--- src/rtl/muldiv_unit.sv ---
module muldiv_unit #(
  parameter int W  = 8,
  parameter int AW = 3
) (
  input  logic          clk,
  input  logic          rst_n,
  input  logic          wr_en,
  input  logic [AW-1:0] addr,
  input  logic [W-1:0]  wdata,
  output logic [W-1:0]  rdata,
  output logic          busy
);
  localparam int PW = 2 * W;
  localparam int SW = 3 * W;
  localparam int MUL_STEPS = W;
  localparam int DIV_STEPS = 2 * W;
  localparam int CW = $clog2(DIV_STEPS + 1);

  localparam logic [AW-1:0] A_MCAND  = AW'(0);
  localparam logic [AW-1:0] A_MPLR   = AW'(1);
  localparam logic [AW-1:0] A_DVD_LO = AW'(2);
  localparam logic [AW-1:0] A_DVD_HI = AW'(3);
  localparam logic [AW-1:0] A_DVSR   = AW'(4);
  localparam logic [AW-1:0] R_QUO_LO = AW'(0);
  localparam logic [AW-1:0] R_QUO_HI = AW'(1);
  localparam logic [AW-1:0] R_RES_LO = AW'(2);
  localparam logic [AW-1:0] R_RES_HI = AW'(3);

  logic [W-1:0]  mcand_q;
  logic [PW-1:0] dvd_q;
  logic [PW-1:0] quot_q;
  logic [PW-1:0] res_q;
  logic [PW-1:0] acc_q;
  logic [SW-1:0] sh_q;
  logic [CW-1:0] cnt_q;
  logic          is_div_q;

  logic          wr_mplr, wr_dvsr;
  logic [SW-1:0] dsh_next;
  logic          fits;
  logic [PW-1:0] div_rem;
  logic [PW-1:0] mul_sum;

  assign busy     = cnt_q != '0;
  assign wr_mplr  = wr_en && addr == A_MPLR;
  assign wr_dvsr  = wr_en && addr == A_DVSR;
  assign dsh_next = sh_q >> 1;
  assign fits     = {{W{1'b0}}, res_q} >= dsh_next;
  assign div_rem  = res_q - dsh_next[PW-1:0];
  assign mul_sum  = res_q + acc_q;

  always_ff @(posedge clk) begin
    if (!rst_n) begin
      mcand_q  <= '1;
      dvd_q    <= '1;
      quot_q   <= '0;
      res_q    <= '0;
      acc_q    <= '0;
      sh_q     <= '0;
      cnt_q    <= '0;
      is_div_q <= 1'b0;
    end else begin
      if (wr_en && addr == A_MCAND)  mcand_q        <= wdata;
      if (wr_en && addr == A_DVD_LO) dvd_q[W-1:0]   <= wdata;
      if (wr_en && addr == A_DVD_HI) dvd_q[PW-1:W]  <= wdata;

      if (busy) begin
        cnt_q <= cnt_q - CW'(1);
        if (is_div_q) begin
          sh_q   <= dsh_next;
          quot_q <= {quot_q[PW-2:0], fits};
          if (fits) res_q <= div_rem;
        end else begin
          if (sh_q[0]) res_q <= mul_sum;
          sh_q  <= sh_q >> 1;
          acc_q <= acc_q << 1;
        end
      end

      if (wr_mplr) begin
        res_q <= '0;
        if (!busy) begin
          quot_q   <= {wdata, mcand_q};
          sh_q     <= SW'(wdata);
          acc_q    <= PW'(mcand_q);
          cnt_q    <= CW'(MUL_STEPS);
          is_div_q <= 1'b0;
        end
      end

      if (wr_dvsr) begin
        res_q <= dvd_q;
        if (!busy) begin
          sh_q     <= {wdata, {PW{1'b0}}};
          cnt_q    <= CW'(DIV_STEPS);
          is_div_q <= 1'b1;
        end
      end
    end
  end

  always_comb begin
    case (addr)
      R_QUO_LO: rdata = quot_q[W-1:0];
      R_QUO_HI: rdata = quot_q[PW-1:W];
      R_RES_LO: rdata = res_q[W-1:0];
      R_RES_HI: rdata = res_q[PW-1:W];
      default:  rdata = '0;
    endcase
  end
endmodule

--- config.mk ---
export PLATFORM = sky130hd
export DESIGN_NAME = muldiv_unit
export DESIGN_NICKNAME = d
export VERILOG_FILES = /design/src/rtl/muldiv_unit.sv
export SDC_FILE = /design/constraint.sdc
export NUM_CORES = 1
export LEC_CHECK = 0
export BUFFER_PORTS_ARGS = -buffer_cell sky130_fd_sc_hd__buf_4
export CAP_MARGIN = 10
export CELL_PAD_IN_SITES_DETAIL_PLACEMENT = 0
export CELL_PAD_IN_SITES_GLOBAL_PLACEMENT = 1
export CORE_MARGIN = 2
export CORE_UTILIZATION = 45
export CTS_BUF_LIST = sky130_fd_sc_hd__clkbuf_16
export DETAILED_ROUTE_END_ITERATION = 16
export PLACE_DENSITY_LB_ADDON = 0.1
export SETUP_SLACK_MARGIN = 0.05
export SYNTH_ARGS = -nofsm -noshare
export SYNTH_HDL_FRONTEND = slang
export SYNTH_SLANG_ARGS = --single-unit
--- constraint.sdc ---
create_clock -name clk -period 5.3 [get_ports clk]
set_clock_uncertainty 0.15 [all_clocks]
set_input_delay 1.06 -clock clk [delete_from_list [all_inputs] [get_ports clk]]
set_output_delay 1.06 -clock clk [all_outputs]
set_load 0.01 [all_outputs]
After elaboration in Yosys (flattened, before gate mapping)
Index checks and enable logic that the tools add are counted.

storage, ports and cells
  flip-flop bits (word level) = 102

cells by class
  add/sub/neg operators = 3
  magnitude comparators = 1
  equality and inequality tests = 5
  muxes and demuxes = 29
  reduce and logical (&&, ||, !) cells = 10

operators by type and width
  cell                                                                    number
  16-bit two-way mux                                                      14
  24-bit two-way mux                                                      5
  8-bit case mux with 4 select lines                                      1
  5-bit two-way mux                                                       5
  16-bit by 23-bit greater-or-equal comparator with 1-bit output          1
  16-bit adder                                                            1
  16-bit subtractor                                                       1
  3-bit by 2-bit equality test with 1-bit output (second input constant)  2
  1-bit logical AND                                                       5
  5-bit nonzero test                                                      1
  5-bit by 1-bit subtractor with 5-bit output (second input constant)     1
  1-bit two-way mux                                                       4
  4-bit by 1-bit != test with 1-bit output (second input constant)        1
  4-bit nonzero test                                                      1
  3-bit by 1-bit equality test with 1-bit output (second input constant)  1
  3-bit equality test (second input constant)                             1
  3-bit zero test                                                         1
  3-bit AND reduction                                                     1
  3-bit nonzero test                                                      1

Logic depth before layout (Yosys ltp)
Gate-level depths: netlist (run 1).

  depth in word-level cells = 6
  depth in mapped cells = 16

Worst setup path before layout (run 1)
OpenSTA, ideal clock, no wires.

  kind = register -> register
  start = register acc_q[2]
  end = register res_q[15]
  setup time = 0.088 ns
  data arrival time = 3.413 ns
  path slack = 1.649 ns
  stages on the path, launching flop included = 15
  path buffers = 1
  path through = dfxtp_1 > or4_4 > buf_6 > or3_1 > xnor2_1 > nor2_1 > a21oi_1 > ha_1 > nand4_1 > a2111oi_0 > nor2_1 > a21oi_2 > a311oi_1 > or3_1 > a311oi_2

on the way
  cells in the longest elaborated chain, start to end = 6

RTL lines
  what                      RTL line  text
  start: declaration        33        logic [PW-1:0] acc_q;
  start signal: assignment  76        acc_q <= acc_q << 1;
  start signal: assignment  85        acc_q <= PW'(mcand_q);
  16-bit adder              50        assign mul_sum = res_q + acc_q;
  16-bit two-way mux        74        if (sh_q[0]) res_q <= mul_sum;
  16-bit two-way mux        69        if (is_div_q) begin
  16-bit two-way mux        67        if (busy) begin
  16-bit two-way mux        80        if (wr_mplr) begin
  16-bit two-way mux        91        if (wr_dvsr) begin
  end signal: assignment    72        if (fits) res_q <= div_rem;
  end signal: assignment    74
  end signal: assignment    92        res_q <= dvd_q;
  end: declaration          32        logic [PW-1:0] res_q;

Every way passes these cells. The select of a mux whose other input is x is not followed.
A chain may end at the register's enable or synchronous reset.

Final worst setup path (run 1)
  start = register acc_q[6]
  end = register res_q[15]

The elaborated chain is that of the path after synthesis.

==> results.json, run 1 <==
{
  "die_area_um2": 14300,
  "syn-num-nets": 810,
  "status": "complete, no violations",
  "startpoint_type": "register",
  "yosys_warnings": 0,
  "max_freq_mhz": 253,
  "vias": 5406,
  "synthToLayoutAreaGrowth_pct": 9.76,
  "rsz0062_at_grt": "no",
  "cts-root-buf": "clkbuf_16",
  "cts_buffers": 9,
  "synth_top_area_frac": 0.340,
  "grt.total_usage": 0.263,
  "clkSinkCount": 102,
  "synth.distinct_cells": 68,
  "timing.final.setup_violations": 0,
  "antenna_found_initial": 0,
  "place.gp.congestion": 0.916,
  "synth-edff-count": 0,
  "hold_viol": 0,
  "grt_pass1_wl_um": 28600,
  "post_cts_resize_count": 0,
  "viasPerCell": 5.74,
  "wl_per_cell_um": 19.4,
  "coreArea_um2": 13100,
  "drive_gt1_frac": 0.103,
  "yosysTopAreaCell": "dfxtp_1",
  "synth.top_cells.by_area": "dfxtp_1 34%, nand2_1 8.4%, ha_1 7.1%",
  "leakage_nw": 2.66,
  "ys_seq_area_frac": 0.340,
  "dr.pass1.iters": 5,
  "nets": 809,
  "yosys_most_used_dff": "dfxtp_1",
  "worst-endpoint-required_ns": 5.41,
  "maxSlewHeadroom": 0.460,
  "row_count": 42,
  "cap_violations": 0,
  "clk_latency_ns": 0.36,
  "drc": 0,
  "ctsHoldBuffers": 0,
  "tns_ns": 0,
  "grt_max_degree": 43,
  "worst_pin_slew_ns": 0.804,
  "syn_inst": 761,
  "die_h_um": 119,
  "grt_pass1_vias": 5138,
  "period_needed_ns": 3.96,
  "critPathCaptureType": "register",
  "io_pins": 23,
  "synth.cell_area_um2": 6000,
  "async_flop_share": 0,
  "fin_crit_sh": 0.747,
  "arrival_ns": 4.07,
  "diodes": 0,
  "start_util": 0.456,
  "final_core_util": 0.501,
  "worstSetupPathType": "reg -> reg",
  "critPathMaxFanout": 7,
  "wirelength_um": 18200,
  "clock_tree.htree_level_count": 3,
  "cts_setup_buffers": 0,
  "ant_nets": 0,
  "hold_path.class": "reg -> reg",
  "power.density_nw_per_um2": 678,
  "cts_tree": "done",
  "drt_iter0_drc": 329,
  "portBuffers": 22,
  "slew_violations": 0,
  "die_w_um": 119,
  "clkTransAtPathRegs_ns": 0.07,
  "hpwl_um": 13400,
  "avgSynthCellArea_um2": 7.88,
  "synth-seq-cells": 102,
  "cts_buffer_depth": 2,
  "peakVddDrop_v": 0.000278,
  "grt_overflow": 0
}
==> logic make-up after synthesis <==
logic type	Yosys count	share of synthesized area
multiplexers	25	0.0586
AND/OR/NAND/NOR	339	0.263
flip-flops	102	0.340
adder cells (fa/ha/maj)	35	0.0743
XOR/XNOR	19	0.0290
AO/OA/AOI/OAI	169	0.184
buffers and inverters	72	0.0499
==> cells in the mapped netlist (3+ instances only) <==
cell type,n
mux2i_1,16
a31oi_1,7
clkbuf_1,33
nor2b_1,9
inv_1,26
buf_1,3
xor2_1,14
buf_2,5
a211oi_1,15
a21oi_1,63
nor3_1,38
nand2b_1,7
mux4_2,8
xnor2_1,4
nand2_1,134
o21ai_0,25
a21o_1,5
nand3_1,40
buf_6,3
nand4_1,3
o21a_1,4
o31ai_1,7
or3_1,7
and3_1,4
nor2_1,76
a311oi_2,3
or4_4,4
a22oi_1,4
ha_1,34
dfxtp_1,102
a311oi_1,12
==> through the flow <==
step                      worst slack, ns  instance area (µm²)  std cells  hold WS, ns  power (mW)
after floorplan                      1.65                 6000        761        0.285        3.09
after global placement               1.44                 6270        925        0.297        3.70
after detailed placement             1.36                 6270        925        0.302        3.71
after CTS                            1.33                 6580        941        0.320        4.45
after global routing                 1.03                 6580        941        0.348        4.82
final                                1.34                 6580        941        0.320        4.46
==> layout by cell type, fill, tap and decap left out, types with 16 or more instances in the layout <==
| cell | synthesis | layout |
|---|---|---|
| nand2_1 | 134 | 134 |
| dfxtp_1 | 102 | 102 |
| nor2_1 | 76 | 76 |
| a21oi_1 | 63 | 63 |
| nand3_1 | 40 | 40 |
| nor3_1 | 38 | 38 |
| ha_1 | 34 | 34 |
| buf_4 | 0 | 32 |
| inv_1 | 26 | 27 |
| o21ai_0 | 25 | 25 |
| mux2i_1 | 16 | 16 |
==> per-layer routing <==
metal  up-vias  share of wire  GRT usage
met4         0          0.020     0.0772
met2       152           0.46      0.426
met1      2542           0.47      0.356
li1       2685              -          -
met5         -              0          0
met3        27          0.046     0.0536
==> power by group <==
| part | internal (mW) | switching [mW] |
|---|---|---|
| Combinational | 1.07 | 1.57 |
| Sequential | 0.904 | 0.191 |
| Clock | 0.412 | 0.309 |
==> final timing paths <==
check	from	end	slack [ns]	cells past startpoint
worst max-delay path	acc_q[6]	res_q[15]	1.34	13
worst min-delay path	mcand_q[6]	mcand_q[6]	0.32	2
worst max register to register	acc_q[6]	res_q[15]	1.34	13
worst min register to register	mcand_q[6]	mcand_q[6]	0.32	2
==> layout make-up <==
class / instances / area [µm²]
Inverter: 28 / 105
Clock buffer: 9 / 225
Multi-Input combinational cell: 587 / 3660
Timing Repair Buffer: 32 / 240
Fill cell: 1348 / 6560
Sequential cell: 102 / 2040
Tap cell: 176 / 220
Clock inverter: 7 / 88.8
==> registers in the layout, indices dropped and copies added, names as in the netlist, named ones only <==
signal / flops
quot_q: 16
acc_q: 16
mcand_q: 8
dvd_q: 16
cnt_q: 5
res_q: 16
sh_q: 24
==> critical path: stages (launching register included) <==
cell and delay, ns:
dfxtp_1 0.36, or4_4 0.57, or3_1 0.44, xnor2_1 0.15, nor2_1 0.09, a21oi_1 0.07, ha_1 0.40, nand4_1 0.14
a2111oi_0 0.39, nor2_1 0.15, a21oi_2 0.22, a311oi_1 0.14, or3_1 0.37, a311oi_2 0.23
No activity file was read; power rests on OpenSTA's default activity.
==> run 2: changes to the inputs <==
Settings changed: CORE_UTILIZATION 45 to 42.
Clock period 5.3 ns to 3.5 ns, I/O delays scaled along.
==> results.json, run 2 (synthesized netlist as in run 1, its figures left out) <==
{
  "clock_tree.htree_level_count": 3,
  "final_cell_area_um2": 6860,
  "power_frac_comb": 0.640,
  "p_int_mw": 3.81,
  "cts-root-buf": "clkbuf_16",
  "power_switching_mw": 3.41,
  "io_pins": 23,
  "drive_gt1_frac": 0.162,
  "cts_buffer_depth": 2,
  "diodes": 0,
  "worst-endpoint-required_ns": 3.62,
  "nets": 839,
  "layout_common_cells": "134 x nand2_1, 100 x dfxtp_1, 75 x nor2_1, 62 x buf_4, 60 x a21oi_1",
  "critPathTopFamily": "simple AND/OR/NAND/NOR gates",
  "crit_top_cell": "a311oi_2",
  "status": "finished with violations",
  "antenna_found_initial": 0,
  "peakVddDrop_v": 0.000441,
  "slowest_stage": "or4_4",
  "total_power_mw": 7.22,
  "ant_nets": 0,
  "slew_violations": 0,
  "max_freq_mhz": 284,
  "hold_path.class": "reg -> reg",
  "place.gp.congestion": 0.982,
  "dr.pass1.iters": 4,
  "whs_ns": 0.322,
  "grt_overflow": 0,
  "period_needed_ns": 3.53,
  "rsz0062_at_grt": "yes",
  "hold_viol": 0,
  "fin_cells": 975,
  "clockPowerShare": 0.135,
  "coreArea_um2": 13900,
  "regMostFlops": "sh_q",
  "wirelength_um": 19300,
  "row_count": 43,
  "critPathCaptureType": "register",
  "hpwl_um": 14000,
  "largest_reg_flops": 24,
  "wl_per_cell_um": 19.8,
  "startpoint_type": "register",
  "drc": 0,
  "max_stage_delay_ns": 0.57,
  "grt_pass1_wl_um": 30400,
  "layout_setup_ws_ns": -0.0262,
  "clk_latency_ns": 0.37,
  "drt_iter0_drc": 427,
  "die_w_um": 123,
  "p_sw_frac": 0.472,
  "start_util": 0.430,
  "timing.final.setup_violations": 2,
  "viasPerCell": 5.79,
  "maxSlewHeadroom": 0.289,
  "grt_pass1_vias": 5488,
  "clkSinkCount": 102,
  "portBuffers": 22,
  "crit_buf_inv": 0,
  "grt_max_degree": 36,
  "crit_chain": "or4_4 -> or3_4 -> xnor2_1 -> nor2_1 -> a21oi_1 -> ha_1 -> nand4_1 -> a2111oi_4 -> nor2_2 -> a21oi_2 -> a311oi_2 -> or3_1 -> a311oi_2",
  "power.density_nw_per_um2": 1050,
  "worst_pin_slew_ns": 1.06,
  "clkTransAtPathRegs_ns": 0.07,
  "cap_violations": 0,
  "violations": "setup timing",
  "leakage_nw": 2.80,
  "post-place-cells": 954,
  "die_h_um": 123,
  "synthToLayoutAreaGrowth_pct": 14.3,
  "seqPwrFrac": 0.225,
  "grt.total_usage": 0.269,
  "cts_tree": "done",
  "worstSetupPathType": "reg -> reg",
  "die_area_um2": 15200,
  "vias": 5648,
  "arrival_ns": 3.65,
  "mostFrequentLayoutCell": "nand2_1",
  "fin_crit_sh": 1.01,
  "cts_buffers": 9,
  "placed_area_um2": 6470,
  "critPathMaxFanout": 5
}
==> run 2: worst register-to-register path: stages, from the launching register on <==
cell,delay [ns]
dfxtp_1,0.32
or4_4,0.57
or3_4,0.36
xnor2_1,0.13
nor2_1,0.14
a21oi_1,0.07
ha_1,0.34
nand4_1,0.17
a2111oi_4,0.25
nor2_2,0.10
a21oi_2,0.18
a311oi_2,0.12
or3_1,0.33
a311oi_2,0.22
==> run 2: metrics by stage <==
step           setup TNS, ns   util  setup slack [ns]
4_1_cts              -0.0469  0.488           -0.0281
3_5_place_dp          -0.158  0.465            -0.100
5_1_grt               -0.879  0.492            -0.207
6_report             -0.0336  0.492           -0.0262
3_3_place_gp               0  0.465            0.0161
2_1_floorplan              0      -            0.0556
==> run 2: area by class of cell <==
class,count,area (µm²)
clock buffers,9,225
clock inverters,7,48.8
repair buffers,62,465
inverters,28,105
multi-input cells,587,3740
well taps,180,225
fillers,1404,7080
flip-flops and latches,102,2040
==> run 2: final timing paths <==
kind              from   endpoint  slack [ns]  cells after the start
max           acc_q[7]  res_q[15]       -0.03                     13
min          acc_q[15]  acc_q[15]        0.32                      2
max reg2reg   acc_q[7]  res_q[15]       -0.03                     13
min reg2reg  acc_q[15]  acc_q[15]        0.32                      2
==> run 2: layer usage <==
layer,global-route usage,part of all wire,up-vias
met5,0,0,-
met4,0.0895,0.031,0
met3,0.0696,0.053,34
met2,0.429,0.45,139
met1,0.353,0.46,2724
li1,-,-,2751
==> run 2: power by group through the flow <==
stage / Clock, mW / Sequential, mW / Combinational, mW
floorplan: 0 / 1.54 / 3.16
global placement: 0 / 1.63 / 4.26
detailed placement: 0 / 1.64 / 4.30
CTS: 0.990 / 1.62 / 4.42
global route: 1.03 / 1.65 / 5.13
finish: 0.972 / 1.63 / 4.62
==> run 2: repair_timing <==
item	in CTS	in global routing
buffers inserted	4	1
setup endpoints to repair	5	9
pin swaps	6	6
resized for setup	4	14
hold buffers	0	0
==> run 3: changes to the inputs <==
==> constraint.sdc (replaced) <==
create_clock -name clk -period 3.5 [get_ports clk]
set_clock_uncertainty 0.15 [all_clocks]
set_input_delay 1.05 -clock clk [delete_from_list [all_inputs] [get_ports clk]]
set_output_delay 1.05 -clock clk [all_outputs]
set_load 0.01 [all_outputs]
==> results.json, run 3 (synthesized netlist as in run 1, its figures left out) <==
{
  "status": "finished with violations",
  "violations": "setup timing",
  "vias": 5680,
  "critPathTopFamily": "simple AND/OR/NAND/NOR gates",
  "die_area_um2": 15200,
  "grt_pass1_wl_um": 30200,
  "clkTransAtPathRegs_ns": 0.07,
  "io_pins": 23,
  "antenna_found_initial": 0,
  "drc": 0,
  "final_cell_area_um2": 6950,
  "maxSlewHeadroom": 0.277,
  "grt-busiest-layer": "met2",
  "grt_pass1_vias": 5359,
  "grt_max_degree": 36,
  "met1_usage": 0.355,
  "start_util": 0.430,
  "layout_setup_ws_ns": -0.0668,
  "row_count": 43,
  "hpwl_um": 14100,
  "mostFrequentLayoutCell": "nand2_1",
  "timing.final.setup_violations": 3,
  "grt_overflow": 0,
  "crit_chain": "or4_4 -> or3_4 -> xnor2_2 -> nor2_1 -> a21oi_1 -> ha_1 -> buf_4 -> a21o_4 -> o21bai_4 -> nand2_2 -> a21oi_4 -> a221oi_2 -> mux2i_1 -> a311oi_2",
  "critPathCaptureType": "register",
  "largest_reg_flops": 24,
  "peakVddDrop_v": 0.000442,
  "critPathMaxFanout": 5,
  "post-place-cells": 952,
  "crit_buf_inv": 1,
  "final_core_util": 0.498,
  "drt_iter0_drc": 487,
  "leakage_nw": 2.83,
  "grt.met3_usage": 0.0572,
  "worst-endpoint-required_ns": 3.58,
  "die_w_um": 123,
  "rsz0062_at_grt": "yes",
  "period_needed_ns": 3.57,
  "place.gp.congestion": 0.964,
  "grt.total_usage": 0.267,
  "slowest_stage": "or4_4",
  "cap_violations": 0,
  "use_met2": 0.424,
  "power.density_nw_per_um2": 1070,
  "clock_tree.htree_level_count": 3,
  "max_stage_delay_ns": 0.56,
  "cts_tree": "done",
  "coreArea_um2": 13900,
  "wirelength_um": 19600,
  "viasPerCell": 5.83,
  "fin_cells": 974,
  "die_h_um": 123,
  "wl_per_cell_um": 20.1,
  "max_freq_mhz": 280,
  "dr.pass1.iters": 6,
  "clkSinkCount": 102,
  "placed_area_um2": 6460,
  "place_ws_ns": -0.0433,
  "ant_nets": 0,
  "layout_common_cells": "133 x nand2_1, 99 x dfxtp_1, 76 x nor2_1, 61 x buf_4, 60 x a21oi_1",
  "ctsHoldBuffers": 0,
  "nets": 840,
  "startpoint_type": "register",
  "synthToLayoutAreaGrowth_pct": 15.8,
  "worstSetupPathType": "reg -> reg",
  "regMostFlops": "sh_q",
  "portBuffers": 22,
  "slew_violations": 0,
  "worst_pin_slew_ns": 1.08,
  "cts_buffer_depth": 2,
  "clk_latency_ns": 0.36,
  "tns_ns": -0.120,
  "drive_gt1_frac": 0.169,
  "arrival_ns": 3.64,
  "r2r_slack_ns": -0.07,
  "diodes": 0,
  "cts-root-buf": "clkbuf_16",
  "cts_buffers": 9,
  "fin_crit_sh": 1.02,
  "hold_viol": 0,
  "hold_path.class": "reg -> reg"
}
==> run 3: report_power, final <==
group / internal, mW / total [mW] / switching [mW]
Combinational: 2.02 / 4.82 / 2.80
Sequential: 1.37 / 1.63 / 0.258
Clock: 0.551 / 1.01 / 0.462
==> run 3: stage by stage <==
| stage | hold WS (ns) | total power [mW] |
|---|---|---|
| 3_5_place_dp | 0.304 | 5.93 |
| 5_1_grt | 0.345 | 8.01 |
| 3_3_place_gp | 0.299 | 5.86 |
| 2_1_floorplan | 0.285 | 4.71 |
| 6_report | 0.322 | 7.46 |
| 4_1_cts | 0.324 | 7.00 |
==> run 3: layout make-up <==
class	instances	area (µm²)
Clock inverter	5	60.1
Fill cell	1374	6990
Sequential cell	102	2050
Tap cell	180	225
Inverter	28	105
Clock buffer	9	225
Multi-Input combinational cell	587	3800
Timing Repair Buffer	63	480
==> run 3: tightest hold or removal path, cell delays in order (launching register included) <==
cell	delay [ns]
dfxtp_1	0.33
nand2_1	0.05
nand3_1	0.07
==> run 3: per-layer routing <==
metal  up-vias  routed length (µm)
met1      2747                8890
met4         0                 626
li1       2741                   -
met3        37                1030
met2       155                9060
met5         -                   0
==> run 3: worst paths after layout <==
check | start | endpoint | cells after the start
setup / recovery | acc_q[4] | res_q[14] | 14
hold reg to reg | mcand_q[5] | mcand_q[5] | 2
setup reg to reg | acc_q[4] | res_q[14] | 14
hold / removal | mcand_q[5] | mcand_q[5] | 2
==> run 3: what timing repair did <==
action	4_1_cts	5_1_grt
gates resized for setup	2	28
setup buffers	1	7
hold endpoints to repair	0	0
pin swaps	2	18
setup endpoints to repair	2	8
